==> src/rtl/pit_pkg.sv <==
package pit_pkg;
  localparam int CNT_W = 16;
  localparam logic [1:0] CTRL_ADDR = 2'd3;
  localparam logic [1:0] ACC_FREEZE = 2'b00;
  localparam logic [1:0] ACC_WORD = 2'b11;
  localparam logic [2:0] MODE_TERMINAL = 3'd0;
  localparam logic [2:0] MODE_RATE = 3'd2;

  typedef struct packed {
    logic             progMode;
    logic [2:0]       newMode;
    logic             latchCount;
    logic             latchStatus;
    logic             loadCount;
    logic [CNT_W-1:0] loadValue;
  } strobe_t;
endpackage

==> src/rtl/pit_ctrl.sv <==
module pit_ctrl
  import pit_pkg::*;
#(
  parameter int unsigned CHAN_ID = 0
) (
  input  logic       clk,
  input  logic       rstN,
  input  logic       wrEn,
  input  logic       rdEn,
  input  logic [1:0] addr,
  input  logic [7:0] wrData,
  output strobe_t    stb,
  output logic [2:0] modeReg,
  output logic [1:0] accessReg,
  output logic       bcdReg,
  output logic       rdHigh,
  output logic       cntLatched,
  output logic       statLatched
);
  localparam logic [1:0] CHAN_SEL = CHAN_ID[1:0];

  logic       wrHigh;
  logic [7:0] lowByte;
  logic       ctrlHit, selMine, progOk, latchOk, statusOk, dataWr, dataRd;
  logic [CNT_W-1:0] fullValue;
  logic       commitOk;

  always_comb begin
    ctrlHit   = wrEn && (addr == CTRL_ADDR);
    selMine   = (wrData[7:6] == CHAN_SEL);
    progOk    = ctrlHit && selMine && (wrData[5:4] == ACC_WORD) &&
                ((wrData[3:1] == MODE_TERMINAL) || (wrData[3:1] == MODE_RATE));
    latchOk   = ctrlHit && selMine && (wrData[5:4] == ACC_FREEZE) && !cntLatched;
    statusOk  = ctrlHit && (wrData[7:6] == 2'b11) && !wrData[4] &&
                wrData[1+CHAN_ID] && !statLatched;
    dataWr    = wrEn && (addr == CHAN_SEL);
    dataRd    = rdEn && (addr == CHAN_SEL);
    fullValue = {wrData, lowByte};
    commitOk  = dataWr && wrHigh &&
                !((modeReg == MODE_RATE) && (fullValue == 16'd1));

    stb.progMode    = progOk;
    stb.newMode     = wrData[3:1];
    stb.latchCount  = latchOk;
    stb.latchStatus = statusOk;
    stb.loadCount   = commitOk;
    stb.loadValue   = fullValue;
  end

  always_ff @(posedge clk) begin
    if (!rstN) begin
      modeReg     <= MODE_TERMINAL;
      accessReg   <= ACC_WORD;
      bcdReg      <= 1'b0;
      wrHigh      <= 1'b0;
      lowByte     <= 8'd0;
      rdHigh      <= 1'b0;
      cntLatched  <= 1'b0;
      statLatched <= 1'b0;
    end else begin
      if (dataWr) begin
        if (!wrHigh) begin
          lowByte <= wrData;
          wrHigh  <= 1'b1;
        end else begin
          wrHigh  <= 1'b0;
        end
      end
      if (dataRd) begin
        if (statLatched) begin
          statLatched <= 1'b0;
        end else begin
          rdHigh <= !rdHigh;
          if (rdHigh) cntLatched <= 1'b0;
        end
      end
      if (latchOk) begin
        cntLatched <= 1'b1;
        rdHigh     <= 1'b0;
      end
      if (statusOk) statLatched <= 1'b1;
      if (progOk) begin
        modeReg     <= wrData[3:1];
        accessReg   <= wrData[5:4];
        bcdReg      <= wrData[0];
        wrHigh      <= 1'b0;
        rdHigh      <= 1'b0;
        cntLatched  <= 1'b0;
        statLatched <= 1'b0;
      end
    end
  end
endmodule

==> src/rtl/pit_datapath.sv <==
module pit_datapath
  import pit_pkg::*;
(
  input  logic             clk,
  input  logic             rstN,
  input  logic             cntTick,
  input  strobe_t          stb,
  input  logic [2:0]       modeReg,
  input  logic [1:0]       accessReg,
  input  logic             bcdReg,
  output logic [CNT_W-1:0] countVal,
  output logic [CNT_W-1:0] latchVal,
  output logic [7:0]       statusVal,
  output logic             outPin,
  output logic             nullCount
);
  logic [CNT_W-1:0] reloadVal;
  logic             armed;

  always_ff @(posedge clk) begin
    if (!rstN) begin
      countVal  <= '0;
      reloadVal <= '0;
      latchVal  <= '0;
      statusVal <= 8'd0;
      outPin    <= 1'b0;
      nullCount <= 1'b1;
      armed     <= 1'b0;
    end else begin
      if (stb.latchCount) latchVal <= countVal;
      if (stb.latchStatus)
        statusVal <= {outPin, nullCount, accessReg, modeReg, bcdReg};
      if (stb.progMode) begin
        outPin    <= (stb.newMode == MODE_RATE);
        nullCount <= 1'b1;
        armed     <= 1'b0;
      end else if (stb.loadCount) begin
        countVal  <= stb.loadValue;
        reloadVal <= stb.loadValue;
        nullCount <= 1'b0;
        armed     <= 1'b1;
        outPin    <= (modeReg == MODE_RATE);
      end else if (cntTick && armed) begin
        if (modeReg == MODE_RATE) begin
          if (countVal == 16'd1) begin
            countVal <= reloadVal;
            outPin   <= 1'b1;
          end else begin
            countVal <= countVal - 1'b1;
            if (countVal == 16'd2) outPin <= 1'b0;
          end
        end else begin
          countVal <= countVal - 1'b1;
          if (countVal == 16'd1) outPin <= 1'b1;
        end
      end
    end
  end
endmodule

==> src/rtl/pit_channel.sv <==
module pit_channel
  import pit_pkg::*;
#(
  parameter int unsigned CHAN_ID = 0
) (
  input  logic       clk,
  input  logic       rstN,
  input  logic       wrEn,
  input  logic       rdEn,
  input  logic [1:0] addr,
  input  logic [7:0] wrData,
  input  logic       cntTick,
  output logic [7:0] rdData,
  output logic       outPin
);
  localparam logic [1:0] CHAN_SEL = CHAN_ID[1:0];

  strobe_t          stb;
  logic [2:0]       modeReg;
  logic [1:0]       accessReg;
  logic             bcdReg, rdHigh, cntLatched, statLatched, nullCount;
  logic [CNT_W-1:0] countVal, latchVal, readSrc;
  logic [7:0]       statusVal;

  pit_ctrl #(.CHAN_ID(CHAN_ID)) u_ctrl (
    .clk(clk), .rstN(rstN), .wrEn(wrEn), .rdEn(rdEn), .addr(addr),
    .wrData(wrData), .stb(stb), .modeReg(modeReg), .accessReg(accessReg),
    .bcdReg(bcdReg), .rdHigh(rdHigh), .cntLatched(cntLatched),
    .statLatched(statLatched)
  );

  pit_datapath u_dp (
    .clk(clk), .rstN(rstN), .cntTick(cntTick), .stb(stb), .modeReg(modeReg),
    .accessReg(accessReg), .bcdReg(bcdReg), .countVal(countVal),
    .latchVal(latchVal), .statusVal(statusVal), .outPin(outPin),
    .nullCount(nullCount)
  );

  always_comb begin
    readSrc = cntLatched ? latchVal : countVal;
    if (addr != CHAN_SEL)  rdData = 8'd0;
    else if (statLatched)  rdData = statusVal;
    else                   rdData = rdHigh ? readSrc[15:8] : readSrc[7:0];
  end
endmodule

==> config.mk <==
export PLATFORM = sky130hd
export DESIGN_NAME = pit_channel
export DESIGN_NICKNAME = d
export VERILOG_FILES = /design/src/rtl/pit_pkg.sv /design/src/rtl/pit_ctrl.sv /design/src/rtl/pit_datapath.sv /design/src/rtl/pit_channel.sv
export SDC_FILE = /design/constraint.sdc
export NUM_CORES = 1
export LEC_CHECK = 0
export ABC_CLOCK_PERIOD_IN_PS = 4000
export BUFFER_PORTS_ARGS = -buffer_cell sky130_fd_sc_hd__clkbuf_2
export CORE_MARGIN = 4
export CORE_UTILIZATION = 55
export DETAILED_ROUTE_END_ITERATION = 8
export GPL_ROUTABILITY_DRIVEN = 0
export HOLD_SLACK_MARGIN = 0.06
export PLACE_DENSITY = 0.73
export RECOVER_POWER = 50
export SLEW_MARGIN = 20
export SYNTH_ARGS = -nofsm -noshare
export SYNTH_HDL_FRONTEND = slang
export SYNTH_SLANG_ARGS = --single-unit
==> constraint.sdc <==
create_clock -name clk -period 4 [get_ports clk]
set_input_delay 0.8 -clock clk [delete_from_list [all_inputs] [get_ports clk]]
set_output_delay 0.8 -clock clk [all_outputs]
set_load 0.03 [all_outputs]
# After elaboration in Yosys (flattened, before gate mapping)
# Cells that the tools add are included.
[word_totals] ff_bits=77 output_inout_bits=9 wordCells=93 in_bits=15
[classes] mux=22 reduce_logical=42 n_addsub=1 bitwise_logic=4 n_eq_ne=9
[op_table] operator="16-bit 2-to-1 mux" count=5
[op_table] operator="16-bit by 1-bit == test with 1-bit output (second input constant)" count=2
[op_table] operator="8-bit 2-to-1 mux" count=3
[op_table] operator="16-bit by 2-bit == test with 1-bit output (second input constant)" count=1
[op_table] operator="1-bit logical AND" count=16
[op_table] operator="16-bit by 1-bit subtractor with 16-bit output (second input constant)" count=1
[op_table] operator="1-bit 2-to-1 mux" count=14
[op_table] operator="2-bit nonzero test" count=5
[op_table] operator="2-bit AND reduction" count=4
[op_table] operator="4-bit nonzero test" count=2
[op_table] operator="2-bit == test (second input constant)" count=3
[op_table] operator="3-bit by 2-bit == test with 1-bit output (second input constant)" count=2
[op_table] operator="2-bit logical NOT" count=3
[op_table] operator="3-bit AND reduction" count=2
[op_table] operator="1-bit logical NOT" count=5
[op_table] operator="1-bit NOT" count=4
[op_table] operator="3-bit logical NOT" count=1
[op_table] operator="3-bit nonzero test" count=1
[op_table] operator="3-bit OR reduction" count=1
[op_table] operator="2-bit inequality test (second input constant)" count=1
[op_table] operator="2-bit OR reduction" count=1
[op_table] operator="1-bit logical OR" count=1

# Longest topological paths before layout
# Gate-level depths: netlist (run 1).
[depth] depth_word=7 depth_mapped=9 depth_no_buf=8

# Cells and area by module
# A second synthesis (run 1) with hierarchy kept.
[hier_totals] cells_unflattened=464 area_unflattened_um2=4023.9
[modules_own_cells] mod="pit_datapath" instances=1 cells_each=322 area_per_inst_um2=2757.6
[modules_own_cells] mod="pit_ctrl" instances=1 cells_each=103 area_per_inst_um2=937.1
[modules_own_cells] mod="pit_channel" instances=1 cells_each=39 area_per_inst_um2=329.1

# Worst setup path after synthesis (run 1)
# No wires, ideal clock.
[synth_path] kind="in2reg" startpoint="input port wrData[7]" endpoint="register u_dp.outPin" stages=4 t_required_ns=3.878 setup_slack_ns=1.514 t_arrival_ns=2.365 path_buffers=0 path_cell_list="or4_4 -> o41ai_4 -> nand2_1 -> o311a_1"
[synth_via] elab_chain_len=6 word_cells_on_any_way=14
[synth_rtl] item="start, declared" line="pit_channel.sv:11" text="input logic [7:0] wrData,"
[synth_rtl] item="16-bit by 1-bit == test with 1-bit output or 2-bit logical NOT (tied branches)" line="pit_ctrl.sv:40, pit_ctrl.sv:30"
[synth_rtl] item="1-bit logical AND (on tied branches)" line="pit_ctrl.sv:40, pit_ctrl.sv:31"
[synth_rtl] item="1-bit logical NOT or 1-bit logical AND (tied branches)" line="pit_ctrl.sv:40, pit_ctrl.sv:31"
[synth_rtl] item="1-bit logical AND (on tied branches)" line="pit_ctrl.sv:39, pit_ctrl.sv:31"
[synth_rtl] item="4-bit nonzero test (no source line) (tied with other cells)"
[synth_rtl] item="3-bit AND reduction (no source line) or 1-bit 2-to-1 mux (tied branches)"
[synth_rtl] item="end signal, assigned" line="pit_datapath.sv:34" text="outPin <= (stb.newMode == MODE_RATE);"
[synth_rtl] item="end signal, assigned" line="pit_datapath.sv:42" text="outPin <= (modeReg == MODE_RATE);"
[synth_rtl] item="end, declared" line="pit_datapath.sv:14" text="output logic outPin,"
# Parallel ways exist; a longest one is shown, timed or not.
# A chain may end at the register's enable or synchronous reset.

# Worst setup path after layout (run 1)
[layout_path] startpoint="register u_ctrl.cntLatched" endpoint="output port rdData[6]"
[layout_via] elab_chain_len=4
[layout_rtl] item="start, declared" line="pit_ctrl.sv:17" text="output logic cntLatched,"
[layout_rtl] item="start signal, assigned" line="pit_ctrl.sv:58" text="cntLatched <= 1'b0;"
[layout_rtl] item="start signal, assigned" line="pit_ctrl.sv:74" text="if (rdHigh) cntLatched <= 1'b0;"
[layout_rtl] item="start signal, assigned" line="pit_ctrl.sv:78" text="cntLatched <= 1'b1;"
[layout_rtl] item="16-bit 2-to-1 mux" line="pit_channel.sv:40" text="readSrc = cntLatched ? latchVal : countVal;"
[layout_rtl] item="8-bit 2-to-1 mux" line="pit_channel.sv:43" text="else rdData = rdHigh ? readSrc[15:8] : readSrc[7:0];"
[layout_rtl] item="8-bit 2-to-1 mux" line="pit_channel.sv:42" text="else if (statLatched) rdData = statusVal;"
[layout_rtl] item="8-bit 2-to-1 mux" line="pit_channel.sv:41" text="if (addr != CHAN_SEL) rdData = 8'd0;"
[layout_rtl] item="end, declared" line="pit_channel.sv:13" text="output logic [7:0] rdData,"
# No other way between the ends.

==> results of run 1 <==
## sequential cells by signal (all words and copies together), names as in the netlist, 2 cells and up
signal and cells:
u_dp.countVal 16, u_dp.latchVal 16, u_dp.reloadVal 16, u_ctrl.lowByte 8
u_dp.statusVal 8, u_ctrl.modeReg 3, u_ctrl.accessReg 2
## layout make-up
| class | instances | area, sq um | area share |
|---|---|---|---|
| clock buffer | 10 | 128 | 0.0316 |
| clock inverter | 6 | 86.3 | 0.0214 |
| inverter | 4 | 15.0 | 0.00372 |
| multi-input combinational | 336 | 2000 | 0.497 |
| sequential | 77 | 1540 | 0.382 |
| tap | 77 | 96.3 | 0.0239 |
| timing repair buffer | 31 | 163 | 0.0403 |
## final timing paths
| check | end | startpoint | slack [ns] |
|---|---|---|---|
| setup / recovery | rdData[6] | u_ctrl.cntLatched | 1.15 |
| hold / removal | u_ctrl.accessReg[0] | u_ctrl.accessReg[0] | 0.45 |
| setup reg to reg | u_dp.countVal[9] | u_dp.countVal[1] | 1.46 |
| hold reg to reg | u_ctrl.accessReg[0] | u_ctrl.accessReg[0] | 0.45 |
## synthesized netlist by cell type (2+ instances only)
cell      count  area share
nand2_1     105        0.11
and3_1        4      0.0068
a21o_1        2      0.0041
a31oi_1       3      0.0051
nor3b_1       2      0.0041
xnor2_1       3      0.0071
xor2_1        3      0.0071
o32ai_1       4      0.0095
o31a_1        2      0.0047
o21ai_0      13       0.018
nor2_1       35       0.036
nand4_1       6       0.010
mux2i_1      17       0.046
buf_1         2      0.0020
buf_6         2      0.0061
a21oi_1      56       0.076
clkbuf_1     25       0.025
o211ai_1      6       0.012
mux4_2        8       0.049
o221ai_1      2      0.0047
dfxtp_1      77        0.42
nor4_1        5      0.0085
ha_1          3       0.010
inv_1         3      0.0030
nor2b_1       2      0.0034
a22oi_1       2      0.0041
nor3_1        7      0.0095
or2_2         4      0.0068
or4_1         2      0.0041
nand3_1      10       0.014
or3_1         4      0.0068
o21a_1        2      0.0041
## layer usage
layer | up-vias | routed length (um)
met5 | - | 0
met4 | 0 | 217
met3 | 17 | 810
met2 | 145 | 4470
met1 | 1554 | 4260
li1 | 1602 | -
## stage by stage
step,instance area (sq um),util,instances
finish,4030,0.628,541
global route,4030,0.628,541
CTS,4050,0.630,541
detailed placement,3830,0.597,525
global placement,3830,0.597,525
floorplan,3690,-,448
## worst reg2reg max path, delay by kind of cell, from the launching register on
kind	cells	cell delay (ns)
AND/OR/NAND/NOR	2	0.82
flip-flops	1	0.54
multiplexers	1	0.42
AO/OA/AOI/OAI	2	0.25
adder cells (fa/ha/maj)	1	0.23
buffers and inverters	1	0.12
## power groups by stage
stage / Clock (mW) / Sequential (mW) / Combinational (mW)
final: 0.647 / 0.786 / 0.100
after global routing: 0.686 / 0.788 / 0.112
after CTS: 0.651 / 0.786 / 0.100
after detailed placement: 0 / 0.804 / 0.0993
after global placement: 0 / 0.804 / 0.0973
after floorplan: 0 / 0.797 / 0.0703
## cell families (layout without fill, tap and decap cells)
group                    count (synthesis)  count (layout)  share of synthesized area
AO/OA/AOI/OAI                          103             103                      0.172
XOR/XNOR                                 6               6                     0.0142
adder cells (fa/ha/maj)                  3               3                     0.0102
buffers and inverters                   35              51                     0.0403
flip-flops                              77              77                      0.417
multiplexers                            26              26                     0.0979
AND/OR/NAND/NOR                        198             198                      0.248
==> results.cfg, run 1 <==
[floorplanning]
die_area_sq_um = 8090
die_w_um = 90.0
initial_core_util = 0.575
die_h_um = 90.0
io_pins = 24
core_sq_um = 6420
num_rows = 29

[critical_path]
path_depth = 4
cp.buffers_inverters = 1
cp.required_ns = 3.20
crit_type = flop to primary output
path_cells = mux4_2, mux2i_1, nor2_1, clkbuf_2
end_kind = primary output
path_delay_family = multiplexers
critPathLaunchType = flop
reg2regPathDepth = 7
crit_path_max_incr_delay_ns = 0.71
slowest_stage = dfxtp_1
arrival_ns = 2.05
path_max_fanout = 11

[clocking]
cts-resized-gates = 0
clk_path_buf_depth = 2
post_cts_buffers = 0
htreeDepth = 3
clock_sinks = 77
root_buffer = clkbuf_8
clk_pin_slew_ns = 0.08
cts_tree = yes
insertion_delay_ns = 0.36
cts_buffers = 9
cts_hold_buf = 0

[pwr]
power.total_mw = 1.53
p_per_area_nw_per_um2 = 380
internal-power_mw = 1.16
p_seq_frac = 0.513
peakVddDrop_mv = 0.191
swShare = 0.242
power_frac_comb = 0.065
leakage_nw = 1.49
switching_power_mw = 0.371
clkPwrFrac = 0.422

[timing]
worst_pin_slew_ns = 1.01
holdWs_ns = 0.453
hold_violations = 0
grt_setup_unrepaired = no
slew_viol_final = 0
finalSetupViolations = 0
skew_ns = 0.0128
slew_headroom = 0.325
fin_ws_ns = 1.15
finalSetupTns_ns = 0
min_period_ns = 2.85
period_share = 0.714
timing.fmax_ghz = 0.350

[layout]
nets = 477
layout_commonest_cell = nand2_1
syn2layout_area_growth_pct = 9.18
drive_gt1_frac = 0.127
num_antenna_cells = 0
final_cell_mix = 105 x nand2_1, 77 x dfxtp_1, 56 x a21oi_1
nFillCells = 563

[flow_run]
maxCapViolCount = 0

[route]
num_vias = 3318
ant_nets = 0
first_iter_violations = 238
via_per_inst = 6.13
route.detailed.drc = 0
dr.pass1.iters = 5
wire_per_inst_um = 18.0
finalWirelength_um = 9760

[yosys]
syn_area_per_cell_sq_um = 8.24
ys_async_sr_fraction = 0
ys_types = 59
ys.flop_type = dfxtp_1
synth_area_sq_um = 3690
synth-edff-count = 0
ys_warn_count = 0
synth_nets = 466
synthCells = 448
yosysSeqAreaShare = 0.417
synth-seq-cells = 77

[place]
portBuffers = 23
post-place-ws_ns = 0.908
dp_hpwl_um = 6830

[grt]
grt_max_degree = 25
grt.total_usage = 0.251
antenna_found_initial = 0
grt_pass1_vias = 3200
use_met3 = 0.0701
grt_first_pass_wirelength_um = 16300
met1_usage = 0.336
met2_usage = 0.389
overflow = 0
grt-busiest-layer = met2

[min_path]
whs_path_depth = 1
hold_class = flop to flop

[status]
status = complete, no violations
Note: power is estimated with default switching activity, not from simulation.
==> run 2: changes to the inputs <==
--- a/config.mk
+++ b/config.mk
@@ -5,14 +5,14 @@
 export SDC_FILE = /design/constraint.sdc
 export NUM_CORES = 1
 export LEC_CHECK = 0
-export ABC_CLOCK_PERIOD_IN_PS = 4000
+export ABC_CLOCK_PERIOD_IN_PS = 2450
 export BUFFER_PORTS_ARGS = -buffer_cell sky130_fd_sc_hd__clkbuf_2
 export CORE_MARGIN = 4
-export CORE_UTILIZATION = 55
+export CORE_UTILIZATION = 54
 export DETAILED_ROUTE_END_ITERATION = 8
 export GPL_ROUTABILITY_DRIVEN = 0
 export HOLD_SLACK_MARGIN = 0.06
-export PLACE_DENSITY = 0.73
+export PLACE_DENSITY = 0.75
 export RECOVER_POWER = 50
 export SLEW_MARGIN = 20
 export SYNTH_ARGS = -nofsm -noshare
==> constraint.sdc (replaced) <==
create_clock -name clk -period 2.45 [get_ports clk]
set_input_delay 0.49 -clock clk [delete_from_list [all_inputs] [get_ports clk]]
set_output_delay 0.49 -clock clk [all_outputs]
set_load 0.03 [all_outputs]
==> run 2 against run 1 <==
Compared with the run above:
- design area rose by 5.5%
- core utilization rose by 2.7 points
- die area grew 1.7%
- worst setup slack lost 0.99 ns
- power is 65% higher
- clock skew decreased by 0.0029 ns
- largest cell class unchanged
- largest power group unchanged
==> results.cfg, run 2 (synthesized netlist as in run 1, its figures left out) <==
[status]
status = complete, no violations

[place]
placed_area_sq_um = 4040
dp_hpwl_um = 6980
post-place-ws_ns = 0.0691
portBuffers = 23

[floorplanning]
io_pins = 24
initial_core_util = 0.569
die_w_um = 90.7
die_h_um = 90.7
die_area_sq_um = 8230
core_sq_um = 6490
num_rows = 29

[pwr]
leakage_nw = 1.64
p_per_area_nw_per_um2 = 593
peakVddDrop_mv = 0.357

[layout]
final_cell_mix = 105 x nand2_1, 75 x dfxtp_1, 56 x a21oi_1
layout_commonest_cell = nand2_1
nFillCells = 562
nets = 502
multi_input_area_sq_um = 2000
ff_latch_area_sq_um = 1540
top_regs = u_dp.countVal (16), u_dp.latchVal (16), u_dp.reloadVal (16)
drive_gt1_frac = 0.178
syn2layout_area_growth_pct = 15.2
num_antenna_cells = 0
final_area_sq_um = 4260

[timing]
timing.fmax_ghz = 0.435
period_share = 0.938
finalSetupViolations = 0
skew_ns = 0.00985
min_period_ns = 2.30
grt_setup_unrepaired = no
slew_viol_final = 0
finalSetupTns_ns = 0
hold_violations = 0
worst_pin_slew_ns = 0.721
slew_headroom = 0.518
fin_ws_ns = 0.153

[route]
finalWirelength_um = 9680
via_per_inst = 6.10
first_iter_violations = 324
dr.pass1.iters = 6
ant_nets = 0
num_vias = 3455
route.detailed.drc = 0
wire_per_inst_um = 17.1

[clocking]
clk_path_buf_depth = 2
cts_hold_buf = 0
insertion_delay_ns = 0.35
cts_buffers = 9
clock_sinks = 77
htreeDepth = 3
root_buffer = clkbuf_8
cts_tree = yes
clk_pin_slew_ns = 0.08

[grt]
grt.total_usage = 0.241
grt_first_pass_wirelength_um = 15900
antenna_found_initial = 0
grt_pass1_vias = 3210
grt_max_degree = 61
overflow = 0

[critical_path]
slowest_stage = mux4_2
cp.buffers_inverters = 1
path_cells = mux4_2, mux2i_1, nor2_1, clkbuf_2
end_kind = primary output
crit_type = flop to primary output
path_delay_family = multiplexers
r2r-start = u_dp.countVal[0]
arrival_ns = 1.81
critPathLaunchType = flop
crit_path_max_incr_delay_ns = 0.57
reg2regPathDepth = 8
path_max_fanout = 11
critPathCapture = rdData[7]
timing.rr.end = u_dp.countVal[10]
path_depth = 4
r2r_slack_ns = 0.16
critPathLaunch = u_ctrl.cntLatched
cp.required_ns = 1.96

[flow_run]
maxCapViolCount = 0

[min_path]
hold_class = input pin to flop
-- run 2: power by group --
part	total [mW]	internal, mW	switching [mW]	leakage, nW
combinational	0.180	0.0729	0.107	0.907
clock	1.07	0.599	0.466	0.112
sequential	1.28	1.26	0.0159	0.622
-- run 2: worst min-delay path, stage by stage --
cell and delay [ns]:
clkbuf_2 0.11, nand2_1 0.06, a21oi_1 0.05
-- run 2: area by class of cell --
cell class	count	area share
flip-flops and latches	77	0.363
clock buffers	10	0.0323
clock inverters	6	0.0203
inverters	4	0.00353
multi-input cells	336	0.470
well taps	77	0.0226
repair buffers	56	0.0885
-- run 2: worst min-delay path by stage --
stage / from / end / slack, ns / cells past startpoint
floorplan: u_ctrl.accessReg[0] / u_ctrl.accessReg[0] / 0.42 / 1
global placement: u_ctrl.accessReg[0] / u_ctrl.accessReg[0] / 0.43 / 1
detailed placement: u_ctrl.accessReg[0] / u_ctrl.accessReg[0] / 0.43 / 1
CTS: wrData[5] / u_ctrl.lowByte[5] / 0.41 / 3
global route: wrData[5] / u_ctrl.lowByte[5] / 0.42 / 3
finish: wrData[5] / u_ctrl.lowByte[5] / 0.41 / 3
-- run 2: per-layer routing --
| layer | global-route usage | up-vias | share of wire |
|---|---|---|---|
| met1 | 0.314 | 1642 | 0.43 |
| met2 | 0.380 | 147 | 0.47 |
| li1 | - | 1653 | - |
| met4 | 0.0906 | 0 | 0.016 |
| met5 | 0 | - | 0 |
| met3 | 0.0658 | 13 | 0.083 |
-- run 2: stage by stage --
step	util	cells	hold slack, ns	total power, mW
floorplan	-	448	0.416	1.42
global placement	0.623	550	0.429	1.48
detailed placement	0.623	550	0.433	1.48
CTS	0.657	566	0.409	2.54
global route	0.655	566	0.423	2.61
finish	0.655	566	0.412	2.52
-- run 2: timing repair --
action / 4_1_cts / 5_1_grt
cloned: 0 / 0
gates resized for setup: 1 / 1
endpoints found under the setup margin: 3 / 5
buffers inserted: 0 / 0
hold endpoints to repair: 0 / 0
